===== src/rtl/trim_pkg.sv =====
package trim_pkg;

  typedef enum logic [2:0] {
    ST_IDLE,
    ST_WRITE,
    ST_SETTLE,
    ST_MEASURE,
    ST_DONE
  } trim_state_e;

  typedef enum logic [1:0] {
    VD_EXACT = 2'b00,
    VD_FAST  = 2'b01,
    VD_SLOW  = 2'b10,
    VD_RSVD  = 2'b11
  } verdict_e;

endpackage


===== src/rtl/trim_settle_timer.sv =====
module trim_settle_timer #(
  parameter int SETTLE_CYC = 16
) (
  input  logic clk,
  input  logic rst_n,
  input  logic load_i,
  output logic expired_o
);
  localparam int CNT_W = (SETTLE_CYC < 2) ? 1 : $clog2(SETTLE_CYC + 1);
  localparam logic [CNT_W-1:0] LOAD_VAL = CNT_W'(SETTLE_CYC - 1);

  logic [CNT_W-1:0] cnt_q, cnt_d;
  logic             cnt_en;

  always_comb begin
    cnt_d  = cnt_q;
    cnt_en = 1'b0;
    if (load_i) begin
      cnt_d  = LOAD_VAL;
      cnt_en = 1'b1;
    end else if (cnt_q != '0) begin
      cnt_d  = cnt_q - 1'b1;
      cnt_en = 1'b1;
    end
  end

  always_ff @(posedge clk or negedge rst_n) begin
    if (!rst_n)      cnt_q <= '0;
    else if (cnt_en) cnt_q <= cnt_d;
  end

  assign expired_o = (cnt_q == '0);

  AST_TIMER_RUNS_AFTER_LOAD: assert property (@(posedge clk) disable iff (!rst_n)
    load_i |=> (SETTLE_CYC > 1) ? !expired_o : expired_o);

endmodule


===== src/rtl/trim_code_unit.sv =====
module trim_code_unit #(
  parameter int CODE_W     = 7,
  parameter int FAST_INIT  = 16,
  parameter int SLOW_INIT  = -32,
  parameter int FIRST_STEP = 8
) (
  input  logic                     clk,
  input  logic                     rst_n,
  input  logic                     clr_i,
  input  logic                     upd_i,
  input  logic                     fast_i,
  output logic signed [CODE_W-1:0] code_o,
  output logic                     last_o
);
  localparam int STEP_W  = $clog2(FIRST_STEP) + 1;
  localparam int CODE_HI = FAST_INIT + 2 * FIRST_STEP - 1;
  localparam int CODE_LO = SLOW_INIT - 2 * FIRST_STEP + 1;
  localparam logic signed [CODE_W-1:0] FAST_CODE = CODE_W'(FAST_INIT);
  localparam logic signed [CODE_W-1:0] SLOW_CODE = CODE_W'(SLOW_INIT);
  localparam logic [STEP_W-1:0]        STEP_INIT = STEP_W'(FIRST_STEP);

  logic signed [CODE_W-1:0] code_q, code_d;
  logic signed [CODE_W-1:0] step_ext;
  logic [STEP_W-1:0]        step_q, step_d;
  logic                     first_q, first_d;
  logic                     reg_en;

  assign step_ext = CODE_W'(step_q);
  assign reg_en   = clr_i | upd_i;

  always_comb begin
    code_d  = code_q;
    step_d  = step_q;
    first_d = first_q;
    if (clr_i) begin
      code_d  = '0;
      step_d  = STEP_INIT;
      first_d = 1'b1;
    end else if (upd_i) begin
      if (first_q) begin
        code_d  = fast_i ? FAST_CODE : SLOW_CODE;
        first_d = 1'b0;
      end else begin
        code_d = fast_i ? (code_q + step_ext) : (code_q - step_ext);
        step_d = step_q >> 1;
      end
    end
  end

  always_ff @(posedge clk or negedge rst_n) begin
    if (!rst_n) begin
      code_q  <= '0;
      step_q  <= STEP_INIT;
      first_q <= 1'b1;
    end else if (reg_en) begin
      code_q  <= code_d;
      step_q  <= step_d;
      first_q <= first_d;
    end
  end

  assign code_o = code_q;
  assign last_o = !first_q && (step_q == '0);

  AST_CODE_RANGE: assert property (@(posedge clk) disable iff (!rst_n)
    (code_q >= CODE_LO) && (code_q <= CODE_HI));

  AST_FIRST_JUMP: assert property (@(posedge clk) disable iff (!rst_n)
    (upd_i && first_q && !clr_i) |=> (code_q == FAST_CODE) || (code_q == SLOW_CODE));

endmodule


===== src/rtl/trim_fsm.sv =====
module trim_fsm
  import trim_pkg::*;
(
  input  logic       clk,
  input  logic       rst_n,
  input  logic       start_i,
  input  logic       settle_done_i,
  input  logic       meas_valid_i,
  input  logic [1:0] verdict_i,
  input  logic       last_i,
  output logic       clr_o,
  output logic       upd_o,
  output logic       fast_o,
  output logic       load_o,
  output logic       wr_o,
  output logic       req_o,
  output logic       busy_o,
  output logic       done_o
);
  trim_state_e state_q, state_d;
  logic        is_step;

  assign is_step = (verdict_i == VD_FAST) || (verdict_i == VD_SLOW);
  assign fast_o  = (verdict_i == VD_FAST);

  always_comb begin
    state_d = state_q;
    clr_o   = 1'b0;
    upd_o   = 1'b0;
    load_o  = 1'b0;
    unique case (state_q)
      ST_IDLE, ST_DONE: begin
        if (start_i) begin
          clr_o   = 1'b1;
          state_d = ST_WRITE;
        end
      end
      ST_WRITE: begin
        load_o  = 1'b1;
        state_d = ST_SETTLE;
      end
      ST_SETTLE: begin
        if (settle_done_i) state_d = ST_MEASURE;
      end
      ST_MEASURE: begin
        if (meas_valid_i) begin
          if (is_step && !last_i) begin
            upd_o   = 1'b1;
            state_d = ST_WRITE;
          end else begin
            state_d = ST_DONE;
          end
        end
      end
      default: state_d = ST_IDLE;
    endcase
  end

  always_ff @(posedge clk or negedge rst_n) begin
    if (!rst_n) state_q <= ST_IDLE;
    else        state_q <= state_d;
  end

  assign wr_o   = (state_q == ST_WRITE);
  assign req_o  = (state_q == ST_MEASURE);
  assign done_o = (state_q == ST_DONE);
  assign busy_o = (state_q != ST_IDLE) && (state_q != ST_DONE);

  AST_WR_SINGLE: assert property (@(posedge clk) disable iff (!rst_n)
    wr_o |=> !wr_o);

  AST_NO_REQ_AFTER_WR: assert property (@(posedge clk) disable iff (!rst_n)
    wr_o |=> !req_o);

  AST_REQ_HELD: assert property (@(posedge clk) disable iff (!rst_n)
    (req_o && !meas_valid_i) |=> req_o);

  AST_DONE_STICKY: assert property (@(posedge clk) disable iff (!rst_n)
    (done_o && !start_i) |=> done_o);

  AST_BUSY_DONE_EXCL: assert property (@(posedge clk) disable iff (!rst_n)
    !(busy_o && done_o));

  AST_EXACT_STOPS: assert property (@(posedge clk) disable iff (!rst_n)
    (req_o && meas_valid_i && !is_step) |=> done_o && !wr_o);

endmodule


===== src/rtl/sar_trim_ctrl.sv =====
module sar_trim_ctrl #(
  parameter int CODE_W     = 7,
  parameter int SETTLE_CYC = 16,
  parameter int FAST_INIT  = 16,
  parameter int SLOW_INIT  = -32,
  parameter int FIRST_STEP = 8
) (
  input  logic                     clk,
  input  logic                     rst_n,
  input  logic                     start_i,
  input  logic                     meas_valid_i,
  input  logic [1:0]               meas_verdict_i,
  output logic signed [CODE_W-1:0] trim_code_o,
  output logic                     trim_wr_o,
  output logic                     meas_req_o,
  output logic                     busy_o,
  output logic                     done_o
);
  logic [1:0] rst_sync_q;
  logic       rst_int_n;
  logic       clr, upd, fast, load, settle_done, last;

  always_ff @(posedge clk or negedge rst_n) begin
    if (!rst_n) rst_sync_q <= 2'b00;
    else        rst_sync_q <= {rst_sync_q[0], 1'b1};
  end
  assign rst_int_n = rst_sync_q[1];

  trim_fsm u_fsm (
    .clk           (clk),
    .rst_n         (rst_int_n),
    .start_i       (start_i),
    .settle_done_i (settle_done),
    .meas_valid_i  (meas_valid_i),
    .verdict_i     (meas_verdict_i),
    .last_i        (last),
    .clr_o         (clr),
    .upd_o         (upd),
    .fast_o        (fast),
    .load_o        (load),
    .wr_o          (trim_wr_o),
    .req_o         (meas_req_o),
    .busy_o        (busy_o),
    .done_o        (done_o)
  );

  trim_settle_timer #(
    .SETTLE_CYC (SETTLE_CYC)
  ) u_timer (
    .clk       (clk),
    .rst_n     (rst_int_n),
    .load_i    (load),
    .expired_o (settle_done)
  );

  trim_code_unit #(
    .CODE_W     (CODE_W),
    .FAST_INIT  (FAST_INIT),
    .SLOW_INIT  (SLOW_INIT),
    .FIRST_STEP (FIRST_STEP)
  ) u_code (
    .clk    (clk),
    .rst_n  (rst_int_n),
    .clr_i  (clr),
    .upd_i  (upd),
    .fast_i (fast),
    .code_o (trim_code_o),
    .last_o (last)
  );

  AST_DONE_CODE_HELD: assert property (@(posedge clk) disable iff (!rst_int_n)
    (done_o && !start_i) |=> $stable(trim_code_o));

  AST_START_WRITES_ZERO: assert property (@(posedge clk) disable iff (!rst_int_n)
    (start_i && !busy_o) |=> trim_wr_o && (trim_code_o == '0));

endmodule


===== config.mk =====
export PLATFORM = sky130hd
export DESIGN_NAME = sar_trim_ctrl
export DESIGN_NICKNAME = d
export VERILOG_FILES = /design/src/rtl/trim_pkg.sv /design/src/rtl/trim_settle_timer.sv /design/src/rtl/trim_code_unit.sv /design/src/rtl/trim_fsm.sv /design/src/rtl/sar_trim_ctrl.sv
export SDC_FILE = /design/constraint.sdc
export NUM_CORES = 1
export LEC_CHECK = 0
export CORE_ASPECT_RATIO = 1.25
export CORE_MARGIN = 4
export CORE_UTILIZATION = 30
export CTS_CLUSTER_DIAMETER = 200
export DETAILED_ROUTE_END_ITERATION = 10
export GPL_ROUTABILITY_DRIVEN = 0
export PLACE_DENSITY = 0.6
export SLEW_MARGIN = 5
export SYNTH_ARGS = -nofsm -noshare
export SYNTH_HDL_FRONTEND = slang
export SYNTH_SLANG_ARGS = --single-unit

===== constraint.sdc =====
create_clock -name clk -period 1.38 [get_ports clk]
set_clock_uncertainty 0.05 [all_clocks]
set_input_delay 0.138 -clock clk [delete_from_list [all_inputs] [get_ports clk]]
set_output_delay 0.138 -clock clk [all_outputs]
set_load 0.02 [all_outputs]

==> summary by stage, run 1 <==
GRT
The number of global-route vias before repair came to 1346. The overall global routing resource usage is 13.99%. The number of antenna violations at the first check in global routing is 0. Entering global routing, the biggest net connects 21 pins. The global-route wire length before repair is 6147 µm. The total overflow reported by the global router is 0.

STA
The final period utilization is 158.7%. The final period demand of the worst path is 2190 ps. The final count of hold timing violations was 0.

The setup-violating endpoint count in the final report is 17. The minimum hold slack is 159.2 ps. The worst path setup slack after routing is -809.5 ps. Based on the critical path, the design can be clocked at up to 456.7 MHz.

The number of pins with negative max-slew slack in the final report is 0. Setup repair after global routing could not meet its margin everywhere.

Setup path
The maximum fanout count along the critical path is 3. The arrival time of the worst setup path is 2290 ps. The critical path required time is 1480 ps.

The path type of the worst setup path is reg -> reg. STA classifies the critical path endpoint as a flop. The flop-to-flop setup slack is -810 ps. The startpoint type of the worst setup path is a flop. The worst reg2reg path depth is 10.

The startpoint identified for the worst register-to-register timing path is u_code.step_q[1]. The endpoint of the worst-slack reg-to-reg timing path is u_code.code_o[6].

Yosys
The number of nets handed over by synthesis was 159. Of all flip-flops after synthesis, the portion carrying an async set or reset was 100.0%. The post-synth design cell area is 1348 µm². The proportion of synthesized chip area in sequential cells is 41.04%. The average size of a mapped cell is 9.490 µm². The number of distinct library cell variants in the gate-level netlist after synthesis is 45.

In the synthesized netlist the dominant register cell turns out to be dfrtp_1. The synthesized design contains 0 enable-type register cells. The Yosys step of the flow raised 0 warnings. dfrtp_1 takes more of the synthesized area than any other cell. Synthesis produced a netlist whose cell count is 142.

The number of flip-flops and latches in the synthesized netlist is 22. After synthesis, the largest area contributor takes up 37.14% of total cell area. Yosys attributes the largest share of cell area to dfrtp_1 37%, ha_1 9.3%, inv_1 4.2%. In the post-synthesis netlist, the cell with the most instances is dfrtp_1.

Sorting the synthesized cells by how often they occur yields 20 x dfrtp_1, 15 x inv_1, 12 x nand2_1.

Clocking
The maximum root-to-sink buffer count is 2. Counting every sink on the clock net gives 22. The clock-pin slew on the worst setup and hold paths is 80 ps. The CTS root buffer is clkbuf_8. Clock latency on the worst-skew pair, taken at its later pin, is 270 ps. The H-tree depth is 1.

The clock tree from TritonCTS is done. The number of buffers created by CTS is 3.

Power
The leakage power is 1.068 nW. Across the VDD grid, the largest voltage drop is 1.199 mV. In this run the power density over the cells is 1703 nW/µm².

Final layout
The finished cells cover 2296 µm². 0 antenna diodes ended up in the layout. The layout filler cell count is 401. For this run, the post-layout net count is 230. The post-route netlist has 50.00% of its cells at a drive strength greater than 1. The number of cells in the finished layout apart from fillers is 270. Relative to the synthesized area, the layout overhead comes to 70.38%.

Placed design
The HPWL after detailed placement is 2803 µm. Summing all placed instances gives a cell area of 1954 µm². In this run the tool buffered the top-level ports with 16 buffer cells. The placed cell count is 255.

Drt
The ratio of routed vias to standard cells is 4.952. The first routing iteration left 75 violations. The average routed wire per standard cell is 14.46 µm. Summed over all layers, the routed wires come to 3904 µm. The number of nets with antenna violations after routing is 0.

Summing over every cut layer, the via total after detailed routing is 1337. The detailed-routing iteration count for the pre-antenna-repair pass is 4. The number of remaining DRC errors is 0.

Die
The number of top-level pins is 17. The core region area is 4392 µm². The row count is 27.

The die extent in x is 67.95 µm. The die area is 5635 µm². Once the floorplan was initialized, standard cells occupied 30.68% of the core. The die extent in y is 82.93 µm.

Run status
The flow ran to the end, but the final reports show violations. The final reports fail on negative setup slack.

Run
The max-cap check violation count is 0.

Min path
The tightest min-delay check is of the reg -> async type.
worst max-delay path, stage by stage (launching register included):
cell and delay [ps]:
dfrtp_1 420, inv_2 90, ha_4 190, mux2_4 300, inv_2 70, fa_2 220
nor2b_4 50, o31a_1 310, o22ai_2 140, xnor2_1 140, a21oi_1 90
layout by cell type, fill, tap and decap left out, drive strengths merged, types with 4 or more instances in the layout:
cell type / count
clkdlybuf4s50: 5
nor2: 8
dlygate4sd2: 7
ha: 10
o21ai: 11
inv: 15
nor3: 4
a21oi: 8
buf: 55
nand2: 12
clkbuf: 4
dfrtp: 20
nand3: 6
o31ai: 4
xnor2: 4
flip-flops by register name, summed over array words and instances (netlist names):
name	count
u_code.first_q	1
u_timer.cnt_q	5
u_fsm.state_q	3
rst_sync_q	2
u_code.code_o	7
u_code.step_q	4
stage by stage:
stage / util (%) / power, mW / setup WS (ps) / TNS, ps
floorplan: - / 1.995 / -671.0 / -4474
global placement: 44.50 / 2.792 / -1052 / -8933
detailed placement: 44.50 / 2.860 / -1097 / -9507
CTS: 48.03 / 3.488 / -824.9 / -7336
global route: 52.28 / 4.187 / -924.9 / -8700
finish: 52.28 / 3.910 / -809.5 / -7306
final cells by class:
cell class	count	area [µm²]	share of cell area, %
clock buffers	4	55.05	2.398
multi-input cells	103	948.4	41.31
flip-flops and latches	22	553.0	24.09
well taps	58	72.57	3.161
repair buffers	68	608.1	26.49
inverters	15	58.81	2.561
metal layers:
layer	track usage (%)	part of all wire, %	routed length [µm]	vias up
li1	-	-	-	646
met1	15.57	38	1491	653
met2	25.70	57	2220	31
met3	2.436	3.1	122	7
met4	4.340	1.8	70	0
met5	0	0	0	-
power breakdown:
| part | total [mW] | internal, mW | switching, mW |
|---|---|---|---|
| Clock | 0.481 | 0.255 | 0.226 |
| Combinational | 2.40 | 1.28 | 1.13 |
| Sequential | 1.03 | 0.842 | 0.185 |
kinds of logic (layout without fill, tap and decap cells):
logic type | after synthesis | after routing | synth area share (%)
AO/OA/AOI/OAI | 37 | 37 | 17.64
XOR/XNOR | 6 | 6 | 3.900
adder cells (fa/ha/maj) | 11 | 11 | 10.77
buffers and inverters | 17 | 87 | 5.292
flip-flops | 22 | 22 | 41.04
multiplexers | 1 | 1 | 0.8356
other | 1 | 1 | 0.2783
AND/OR/NAND/NOR | 47 | 47 | 20.24
how the worst max path moves through the flow:
stage,from,to,depth (start not counted)
after floorplan,u_code.step_q[0],u_code.code_o[6],10
after global placement,meas_verdict_i[1],u_code.code_o[6],11
after detailed placement,meas_verdict_i[0],u_code.code_o[6],10
after CTS,u_code.step_q[1],u_code.code_o[6],10
after global routing,u_code.step_q[1],u_code.code_o[6],10
final,u_code.step_q[1],u_code.code_o[6],10
repair_timing:
| item | in CTS | in global routing |
|---|---|---|
| hold endpoints to repair | 2 | 0 |
| hold buffers | 1 | 0 |
| buffers inserted | 5 | 7 |
| pin swaps | 11 | 19 |
| endpoints found under the setup margin | 27 | 23 |
| gates resized for setup | 46 | 30 |
No activity file was read; power rests on OpenSTA's default activity.
==> inputs of run 2 (changes only) <==
--- a/config.mk
+++ b/config.mk
@@ -6,7 +6,7 @@
 export NUM_CORES = 1
 export LEC_CHECK = 0
 export CORE_ASPECT_RATIO = 1.25
-export CORE_MARGIN = 4
+export CORE_MARGIN = 1
 export CORE_UTILIZATION = 30
 export CTS_CLUSTER_DIAMETER = 200
 export DETAILED_ROUTE_END_ITERATION = 10
==> run 2 against run 1 <==
The run still ends with negative setup slack left; die area fell by 15%; largest cell class unchanged; final cell count shrank 0.74%; count of clock-buffer cells in the layout unchanged; non-clock buffer count did not move; setup slack gained 15 ps; critical path depth down 1.
==> summary by stage, run 2 (synthesis gave the netlist of run 1 again) <==
Run status
The flow ran to the end, but the final reports show violations. The final reports fail on negative setup slack.

Die
The core region area was 4197 µm² (-4.4%). The die extent in y is 76.93 µm (-7.2%). The number of top-level pins is 17 (unchanged). The die extent in x is 61.95 µm (-8.8%). The row count is 26 (-3.7%). The initial core utilization came to 32.11% (+1.4 points).

The die area came to 4765 µm² (-15%).

Setup path
The arrival time of the worst setup path is 2330 ps (+40 ps). The delay contributed by the slowest stage of the critical path was 440 ps (+20 ps). The signal on the critical path passes through inv_2 -> ha_4 -> mux2_4 -> ha_4 -> a211oi_4 -> o21bai_1 -> a21oi_1 -> or4_1 -> nand3_1. The worst setup path is captured at a flop. The worst setup path is launched from a flop. The path type of the worst setup path is reg -> reg. The worst register-to-register path begins at u_code.step_q[1].

The endpoint identified for the worst register-to-register timing path is u_code.code_o[5]. The maximum fanout count along the critical path came to 4 (+1). The worst reg2reg path depth is 9 (-1). The flop-to-flop setup slack is -790 ps (+20 ps). The critical path required time was 1540 ps (+60 ps). The most frequent cell on the critical path is ha_4. The start point of the critical path is u_code.step_q[1]. The critical path's slowest cell is dfrtp_2.

Clocking
TritonCTS built the clock tree. The number of buffers created by CTS is 3 (unchanged). The TritonCTS sink count was 22 (unchanged). The source-to-sink clock delay at the later pin of the worst-skew pair is 270 ps (about the same). The H-tree depth was 1 (unchanged). The clock-pin slew on the worst setup and hold paths came to 90 ps (about the same). The CTS root buffer is clkbuf_8.

The maximum root-to-sink buffer count was 2 (unchanged).

Run
The max-cap check violation count was 0 (unchanged).

Placed design
The detailed placement HPWL is 2634 µm (-6.0%). The total of buffers placed on input and output ports was 16 (unchanged).

GRT
The overall global routing resource usage is 17.13% (+3.1 points). The number of antenna violations at the first check in global routing is 0 (unchanged). The global-route wire length before repair is 6120 µm (-0.44%).

The maximum number of pins on one net before global-route repair was 21 (unchanged). The total overflow reported by the global router is 0 (unchanged). The number of global-route vias before repair is 1406 (+4.5%).

Final layout
The total area of multi-input combinational cells is 949.7 µm² (+0.13%). The commonest non-fill, non-tap cell in the layout is buf_4. The flip-flop count of the largest register, all copies and words added is 7 (unchanged). The layout filler cell count is 370 (-7.7%). The antenna cell count is 0 (unchanged). The share of the core filled with cells in the final layout is 54.14% (+1.9 points). Leaving out fill and tap cells, the most frequent cells in the layout are 40 x buf_4, 19 x dfrtp_1, 15 x buf_6.

The final net count is 230 (unchanged). The share of final-layout standard cells stronger than drive strength 1 is 52.36% (+2.4 points). The total area of sequential cells is 554.3 µm² (+0.23%). Compared with the post-synthesis result, the final layout area differs by 68.62%.

STA
Setup repair after global routing could not meet its margin everywhere. The final period utilization was 157.6% (-1.1 points). The setup-violating endpoint count in the final report is 18 (+1). The number of pins with negative max-slew slack in the final report is 0 (unchanged). The final period demand of the worst path is 2175 ps (-15.00 ps). The sum of negative setup slack is -7514 ps (-208.1 ps).

The maximum frequency from static timing analysis is 459.9 MHz (+0.69%). The worst path setup slack after routing is -794.5 ps (+15.00 ps). The final count of hold timing violations is 0 (unchanged).

Power
The portion of total power attributed to combinational logic was 61.0% (-0.4 points). The switching power share of the total is 39.01% (-0.32 points). The proportion of power drawn by flip-flops and latches is 26.3% (about the same). The total power consumption of the routed design is 3.829 mW (-2.1%).

The worst-case vdd ir drop is 0.8959 mV (-25%). The clock share of power was 12.7% (+0.4 points). The leakage power came to 1.049 nW (-1.8%). The cell area power density was 1685 nW/µm² (-1.1%). The internal power consumption is 2.335 mW (-1.6%). The switching power came to 1.493 mW (-2.9%).

Drt
The number of remaining DRC errors came to 0 (unchanged). The ratio of routed vias to standard cells is 4.869 (-1.7%). The average routed wire per standard cell is 14.28 µm (-1.3%). The via count is 1305 (-2.4%). The number of nets with antenna violations after routing is 0 (unchanged). The detailed-routing iteration count for the pre-antenna-repair pass is 4 (unchanged). The total wirelength of the detailed-routed design came to 3826 µm (-2.0%). The initial DRC count is 26 (-65%).

Min path
The worst min-delay path category is reg -> async.
-- run 2: cell count changes in the layout (fill, tap and decap cells not counted), moves of 2 or more --
cell and change:
a21oi_2 +2, buf_12 -2, buf_6 +2, o21ai_0 -2, o21ai_2 +2
-- run 2: worst max path at each step --
| stage | end | slack (ps) | cells past startpoint |
|---|---|---|---|
| 4_1_cts | u_code.code_o[5] | -790 | 9 |
| 3_3_place_gp | u_code.code_o[6] | -1070 | 11 |
| 3_5_place_dp | u_code.code_o[6] | -1110 | 10 |
| 6_report | u_code.code_o[5] | -790 | 9 |
| 2_1_floorplan | u_code.code_o[6] | -670 | 10 |
| 5_1_grt | u_code.code_o[5] | -930 | 10 |
-- run 2: stage by stage --
stage	std cells	hold WS, ps	cell area [µm²]	setup WS (ps)
floorplan	142	-207.6	1416	-671.0
global placement	253	162.0	1939	-1065
detailed placement	253	164.7	1939	-1114
CTS	263	171.3	2121	-788.9
global route	268	212.1	2272	-931.6
finish	268	166.3	2272	-794.5
-- run 2: final cells by class --
cell class                 instances  share of cell area (%)
clock buffer                       4                   2.423
inverter                          15                   2.478
multi-input combinational        103                   41.80
sequential                        22                   24.39
tap                               56                   3.084
timing repair buffer              68                   25.83
-- run 2: worst max-delay path, delay by kind of cell, from the launching register on --
kind | cells | cell delay [ps]
mux | 1 | 300
flops | 1 | 440
buf+inv | 1 | 80
simple gates | 2 | 480
fa+ha+maj | 2 | 480
compound gates | 3 | 280
-- run 2: power by group through the flow --
stage / Clock, mW / Sequential (mW) / Combinational [mW]
after floorplan: 0 / 1.08 / 0.913
after global placement: 0 / 0.988 / 1.75
after detailed placement: 0 / 0.993 / 1.80
after CTS: 0.502 / 0.983 / 2.00
after global routing: 0.525 / 1.02 / 2.55
final: 0.486 / 1.01 / 2.34
-- run 2: repair_timing --
item / 4_1_cts / 5_1_grt
gates resized for setup: 51 / 32
pin swaps: 7 / 15
endpoints found under the setup margin: 27 / 24
hold buffers: 1 / 0
setup buffers: 5 / 8
hold endpoints to repair: 2 / 0
-- run 2: routing by layer --
metal / vias up / track usage [%] / routed length [µm]
met1: 635 / 19.24 / 1554
met5: - / 0 / 0
met3: 6 / 2.867 / 94
li1: 639 / - / -
met2: 25 / 31.06 / 2124
met4: 0 / 5.333 / 53
